==> src/rtl/dbg_ret_pkg.sv <==
package dbg_ret_pkg;
  localparam logic [5:0] OPC_COP0 = 6'b010000;
  localparam logic [5:0] FN_DRET  = 6'b011111;
  localparam int         MID_W    = 19;

  typedef struct packed {
    logic enterDbg;
    logic leaveDbg;
    logic wrRetAddr;
    logic wrInhibit;
  } dpStrobes_t;
endpackage

==> src/rtl/dbg_ret_decode.sv <==
module dbg_ret_decode
  import dbg_ret_pkg::*;
(
  input  logic [31:0] instrWord,
  output logic        isReturn
);
  logic opcHit;
  logic coHit;
  logic midZero;
  logic fnHit;

  always_comb begin
    opcHit   = (instrWord[31:26] == OPC_COP0);
    coHit    = instrWord[25];
    midZero  = (instrWord[24:6] == '0);
    fnHit    = (instrWord[5:0] == FN_DRET);
    isReturn = opcHit && coHit && midZero && fnHit;
  end
endmodule

==> src/rtl/dbg_ret_datapath.sv <==
module dbg_ret_datapath
  import dbg_ret_pkg::*;
#(
  parameter int ADDR_W = 32
) (
  input  logic              clk,
  input  logic              rstN,
  input  dpStrobes_t        strobes,
  input  logic [ADDR_W-1:0] entryPc,
  input  logic [ADDR_W-1:0] wrData,
  output logic              debugMode,
  output logic              ierrInhibit,
  output logic [ADDR_W-1:0] savedPc
);
  always_ff @(posedge clk) begin
    if (!rstN) begin
      debugMode   <= 1'b0;
      ierrInhibit <= 1'b0;
      savedPc     <= '0;
    end else begin
      if (strobes.enterDbg) begin
        debugMode <= 1'b1;
        savedPc   <= entryPc;
      end else begin
        if (strobes.leaveDbg) debugMode <= 1'b0;
        if (strobes.wrRetAddr) savedPc <= wrData;
      end
      if (strobes.leaveDbg) ierrInhibit <= 1'b0;
      else if (strobes.wrInhibit) ierrInhibit <= wrData[0];
    end
  end


  entry_capture_chk: assert property (@(posedge clk) disable iff (!rstN)
    strobes.enterDbg |=> (debugMode && savedPc == $past(entryPc)));
endmodule

==> src/rtl/dbg_ret_ctrl.sv <==
module dbg_ret_ctrl
  import dbg_ret_pkg::*;
#(
  parameter int ADDR_W = 32
) (
  input  logic              clk,
  input  logic              rstN,
  input  logic              instrValid,
  input  logic              isReturn,
  input  logic              inDelaySlot,
  input  logic              userMode,
  input  logic              cu0Usable,
  input  logic              dbgEntry,
  input  logic              cp0WrEn,
  input  logic              cp0WrSel,
  input  logic              debugMode,
  input  logic [ADDR_W-1:0] savedPc,
  output dpStrobes_t        strobes,
  output logic              redirectValid,
  output logic [ADDR_W-1:0] redirectPc,
  output logic              squashNext,
  output logic              cpUnusable,
  output logic [1:0]        cpUnusableNum,
  output logic              undefOp
);
  logic retHit;
  logic legalRet;
  logic slotUndef;
  logic trapRet;
  logic plainUndef;

  always_comb begin
    retHit     = instrValid && isReturn && !dbgEntry;
    legalRet   = retHit && debugMode && !inDelaySlot;
    slotUndef  = retHit && debugMode && inDelaySlot;
    trapRet    = retHit && !debugMode && userMode && !cu0Usable;
    plainUndef = retHit && !debugMode && !trapRet;

    strobes.enterDbg  = dbgEntry;
    strobes.leaveDbg  = legalRet;
    strobes.wrRetAddr = cp0WrEn && !cp0WrSel;
    strobes.wrInhibit = cp0WrEn && cp0WrSel;
  end

  always_ff @(posedge clk) begin
    if (!rstN) begin
      redirectValid <= 1'b0;
      redirectPc    <= '0;
      squashNext    <= 1'b0;
      cpUnusable    <= 1'b0;
      cpUnusableNum <= 2'd0;
      undefOp       <= 1'b0;
    end else begin
      redirectValid <= legalRet;
      squashNext    <= legalRet;
      if (legalRet) redirectPc <= savedPc;
      cpUnusable    <= trapRet;
      cpUnusableNum <= 2'd0;
      undefOp       <= slotUndef || plainUndef;
    end
  end


  pulse_needs_valid_chk: assert property (@(posedge clk) disable iff (!rstN)
    (redirectValid || cpUnusable || undefOp) |-> $past(instrValid));


  one_result_chk: assert property (@(posedge clk) disable iff (!rstN)
    $onehot0({redirectValid, cpUnusable, undefOp}));


  redirect_leaves_dbg_chk: assert property (@(posedge clk) disable iff (!rstN)
    redirectValid |-> !debugMode);


  trap_cause_chk: assert property (@(posedge clk) disable iff (!rstN)
    cpUnusable |-> ($past(!debugMode && userMode && !cu0Usable) && !debugMode));


  slot_keeps_dbg_chk: assert property (@(posedge clk) disable iff (!rstN)
    (slotUndef && !cp0WrEn) |=> debugMode);
endmodule

==> src/rtl/dbg_return_ctrl.sv <==
module dbg_return_ctrl
  import dbg_ret_pkg::*;
#(
  parameter int ADDR_W = 32
) (
  input  logic              clk,
  input  logic              rstN,
  input  logic              instrValid,
  input  logic [31:0]       instrWord,
  input  logic              inDelaySlot,
  input  logic              userMode,
  input  logic              cu0Usable,
  input  logic              dbgEntry,
  input  logic [ADDR_W-1:0] dbgEntryPc,
  input  logic              cp0WrEn,
  input  logic              cp0WrSel,
  input  logic [ADDR_W-1:0] cp0WrData,
  output logic              redirectValid,
  output logic [ADDR_W-1:0] redirectPc,
  output logic              squashNext,
  output logic              cpUnusable,
  output logic [1:0]        cpUnusableNum,
  output logic              undefOp,
  output logic              debugMode,
  output logic              ierrInhibit
);
  logic              isReturn;
  dpStrobes_t        strobes;
  logic [ADDR_W-1:0] savedPc;

  dbg_ret_decode decode_i (
    .instrWord (instrWord),
    .isReturn  (isReturn)
  );

  dbg_ret_ctrl #(.ADDR_W(ADDR_W)) ctrl_i (
    .clk           (clk),
    .rstN          (rstN),
    .instrValid    (instrValid),
    .isReturn      (isReturn),
    .inDelaySlot   (inDelaySlot),
    .userMode      (userMode),
    .cu0Usable     (cu0Usable),
    .dbgEntry      (dbgEntry),
    .cp0WrEn       (cp0WrEn),
    .cp0WrSel      (cp0WrSel),
    .debugMode     (debugMode),
    .savedPc       (savedPc),
    .strobes       (strobes),
    .redirectValid (redirectValid),
    .redirectPc    (redirectPc),
    .squashNext    (squashNext),
    .cpUnusable    (cpUnusable),
    .cpUnusableNum (cpUnusableNum),
    .undefOp       (undefOp)
  );

  dbg_ret_datapath #(.ADDR_W(ADDR_W)) dp_i (
    .clk         (clk),
    .rstN        (rstN),
    .strobes     (strobes),
    .entryPc     (dbgEntryPc),
    .wrData      (cp0WrData),
    .debugMode   (debugMode),
    .ierrInhibit (ierrInhibit),
    .savedPc     (savedPc)
  );
endmodule

==> config.mk <==
export PLATFORM = sky130hd
export DESIGN_NAME = dbg_return_ctrl
export DESIGN_NICKNAME = d
export VERILOG_FILES = /design/src/rtl/dbg_ret_pkg.sv /design/src/rtl/dbg_ret_decode.sv /design/src/rtl/dbg_ret_datapath.sv /design/src/rtl/dbg_ret_ctrl.sv /design/src/rtl/dbg_return_ctrl.sv
export SDC_FILE = /design/constraint.sdc
export NUM_CORES = 1
export LEC_CHECK = 0
export BUFFER_PORTS_ARGS = -buffer_cell sky130_fd_sc_hd__clkbuf_2
export CORE_MARGIN = 2
export CORE_UTILIZATION = 50
export DETAILED_ROUTE_END_ITERATION = 6
export PLACE_DENSITY = 0.89
export SKIP_LAST_GASP = 1
export SLEW_MARGIN = 20
export SYNTH_ARGS = -nofsm -noshare
export SYNTH_HDL_FRONTEND = slang
export SYNTH_SLANG_ARGS = --single-unit
==> constraint.sdc <==
create_clock -name clk -period 5.15 [get_ports clk]
set_input_delay 1.03 -clock clk [delete_from_list [all_inputs] [get_ports clk]]
set_output_delay 1.03 -clock clk [all_outputs]
set_load 0.005 [all_outputs]
==> run summary <==
Per-cell routed wire length - 13.9 µm
Final setup TNS - 0 ns
Resize count post-CTS - 0
Headroom to the max-slew limit - 36.3%
Initial drt markers - 78
Fillers - 489
Fin Clk Skew - 0.00529 ns
Initial core utilization - 51.9%
Post-synthesis compound-gate area fraction - 0.162%
Final worst path period share - 48.1%
Congestion Overflow GR - 0
Core Area - 5960 µm²
Cells after Synth - 312
Area Overhead vs Synth - 29.2%
Post-CTS Setup Inserts - 0
Measured slew at the worst slew-check pin - 0.953 ns
Mapped Area - 3090 µm²
Antenna violations before repair - 0
Area of the multi-input gates - 1580 µm²
Status - complete, no violations
Die Y - 82.7 µm
Max incr delay on CP - 0.51 ns
Worst skew pair latency - 0.32 ns
Synth Register Bits - 69
Final hold vios - 0
Final Util - 67.1%
Share of cells above drive strength 1 - 42.4%
Clk Tree Root Cell - clkbuf_8
Mux cell area share after synthesis - 32.7%
Adder-cell share of the synthesized area - 0%
Vias in the first global route - 2559
WP buf/inv - 2
Die ar. - 6830 µm²
Row cnt - 28
Final Setup Violations - 0
Synth unique cells - 28
Leakage power - 1.88 nW
Fin crit period - 2.48 ns
WP data arrival - 2.72 ns
Slew Viols, Final - 0
Routed WL - 7310 µm
Pwr/cell area - 279 nW/µm²
Number of detailed-route iterations in the first pass - 4
GRT Overall Usage - 21.5%
Port buffer count - 142
Final total power - 1.12 mW
CP top delay family - simple AND/OR/NAND/NOR gates
Critical path type - in2reg
Drc violations - 0
TritonCTS sink count - 69
CTS tree - built
Placed Area - 3800 µm²
CP endpoint kind - flop
Hold-fix buffers at CTS - 0
First-pass GRT wire length - 11200 µm
CP max FO - 33
# Max-Cap Violations - 0
Post-Syn Area per Cell - 9.91 µm²
Crit path required time - 5.40 ns
Hold_ws - 0.459 ns
CTS Buf Count - 9
Longest Clk Path Bufs - 2
RePlAce Congestion - 0.767
Vias per cell - 5.06
CP Launch Type - input pin
Xor and xnor area share after synthesis - 0%
Design area - 4000 µm²
CP cell instances - clkbuf_2, nor4_2, nand4_2, nor4_4, buf_4, mux2i_1
Hpwl dp - 5320 µm
ANT cells - 0
Yosys warns - 0
Largest net degree at the start of global routing - 67
Worst IR drop on VDD - 213 µV
Largest family of logic cells by synthesized area - multiplexers
Vias - 2661
Sequential-to-total area share from yosys stat - 44.7%
Clock Pin Slew Worst Setup and Hold Paths - 0.07 ns
IO Pins - 145
Simple-gate area share of the yosys netlist - 17.9%
Die Wd - 82.7 µm
Hold WC Path Type - reg2reg
CP max-delay cell - buf_4
Maximum clock frequency - 403 MHz
H-Tree Depth - 3
Final nets - 551
Sequential Area - 1380 µm²
Post-route ant nets - 0
RSZ-0062 raised after global routing - no
stage by stage:
step	instances	setup WS (ns)
detailed placement	510	2.32
global placement	510	2.47
floorplan	313	2.70
finish	526	2.67
global route	526	2.57
CTS	526	2.66
layer usage:
metal | share of wire, % | vias to the layer above | track usage [%]
met1 | 39 | 1227 | 22.8
met4 | 2.0 | 0 | 9.67
met3 | 6.0 | 12 | 4.67
li1 | - | 1320 | -
met2 | 53 | 102 | 40.2
met5 | 0 | - | 0
where the power goes:
| group | internal (mW) | switching [mW] |
|---|---|---|
| clock | 0.236 | 0.191 |
| combinational | 0.0710 | 0.0581 |
| sequential | 0.552 | 0.00862 |
| total | 0.859 | 0.258 |
layout by cell type, fill, tap and decap left out, types with 2 or more instances in the layout:
cell type	Yosys	final
mux2i_1	65	65
conb_1	1	2
nor3b_1	2	2
clkbuf_8	0	10
clkinv_2	0	2
nor4b_1	2	2
buf_4	3	4
clkbuf_2	0	142
mux2_2	24	24
nor2_1	35	35
nor4_2	2	2
dfxtp_1	69	69
clkbuf_1	10	2
mux2_1	8	8
nor4_1	2	2
nand2_1	65	65
area by class of cell:
| type | instances | area share, % |
|---|---|---|
| Sequential cell | 69 | 34.6 |
| Multi-Input combinational cell | 219 | 39.6 |
| Clock buffer | 12 | 3.63 |
| Clock inverter | 4 | 1.19 |
| Timing Repair Buffer | 146 | 18.5 |
| Inverter | 1 | 0.0939 |
| Tap cell | 75 | 2.35 |
registers in the layout, summed over array words and instances (netlist names):
signal / count
ctrl_i.cpUnusable: 1
dp_i.savedPc: 32
dp_i.ierrInhibit: 1
ctrl_i.redirectValid: 1
dp_i.debugMode: 1
ctrl_i.undefOp: 1
ctrl_i.redirectPc: 32
final timing paths:
check                                                    from                                 end  slack, ns  cells past startpoint
worst max-delay path                            instrWord[20]  ctrl_i.redirectPc[23]$_SDFFE_PN0P_       2.67                      6
worst min-delay path            dp_i.savedPc[22]$_SDFFE_PN0P_  ctrl_i.redirectPc[22]$_SDFFE_PN0P_       0.46                      2
worst max register to register    dp_i.debugMode$_SDFFE_PN0P_  ctrl_i.redirectPc[23]$_SDFFE_PN0P_       3.51                      4
worst min register to register  dp_i.savedPc[22]$_SDFFE_PN0P_  ctrl_i.redirectPc[22]$_SDFFE_PN0P_       0.46                      2
Yosys cell counts:
| library cell | number | area, µm² |
|---|---|---|
| nand4b_1 | 1 | 8.76 |
| buf_1 | 4 | 15.0 |
| buf_6 | 4 | 45.0 |
| nor4_4 | 1 | 21.3 |
| nor3_1 | 1 | 5.00 |
| conb_1 | 1 | 3.75 |
| nand4_2 | 1 | 12.5 |
| nor2_1 | 35 | 131 |
| nand2_1 | 65 | 244 |
| mux2_2 | 24 | 270 |
| clkinv_1 | 1 | 3.75 |
| buf_2 | 3 | 15.0 |
| nor2b_1 | 2 | 12.5 |
| buf_4 | 3 | 22.5 |
| dfxtp_1 | 69 | 1380 |
| nor4_1 | 2 | 12.5 |
| nor3b_1 | 2 | 15.0 |
| mux2i_1 | 65 | 651 |
| and4bb_2 | 1 | 12.5 |
| o21ai_0 | 1 | 5.00 |
| clkbuf_1 | 10 | 37.5 |
| nand4_1 | 1 | 6.26 |
| nor4b_1 | 2 | 17.5 |
| nand2b_1 | 1 | 6.26 |
| nor4_2 | 2 | 25.0 |
| mux2_1 | 8 | 90.1 |
| nor4b_2 | 1 | 15.0 |
| or4_1 | 1 | 7.51 |
worst register-to-register path: stages (launching register included):
cell,delay [ns]
dfxtp_1,0.39
nand2b_1,0.15
nor4_4,0.22
buf_4,0.51
mux2i_1,0.29
logic make-up (layout without fill, tap and decap cells):
family                 after synthesis  count (layout)
DFF                                 69              69
buffers and inverters               25             163
other                                1               2
muxes                               97              97
AOI/OAI and AO/OA                    1               1
and+or+nand+nor                    119             119
(Power assumes the default switching activity.)
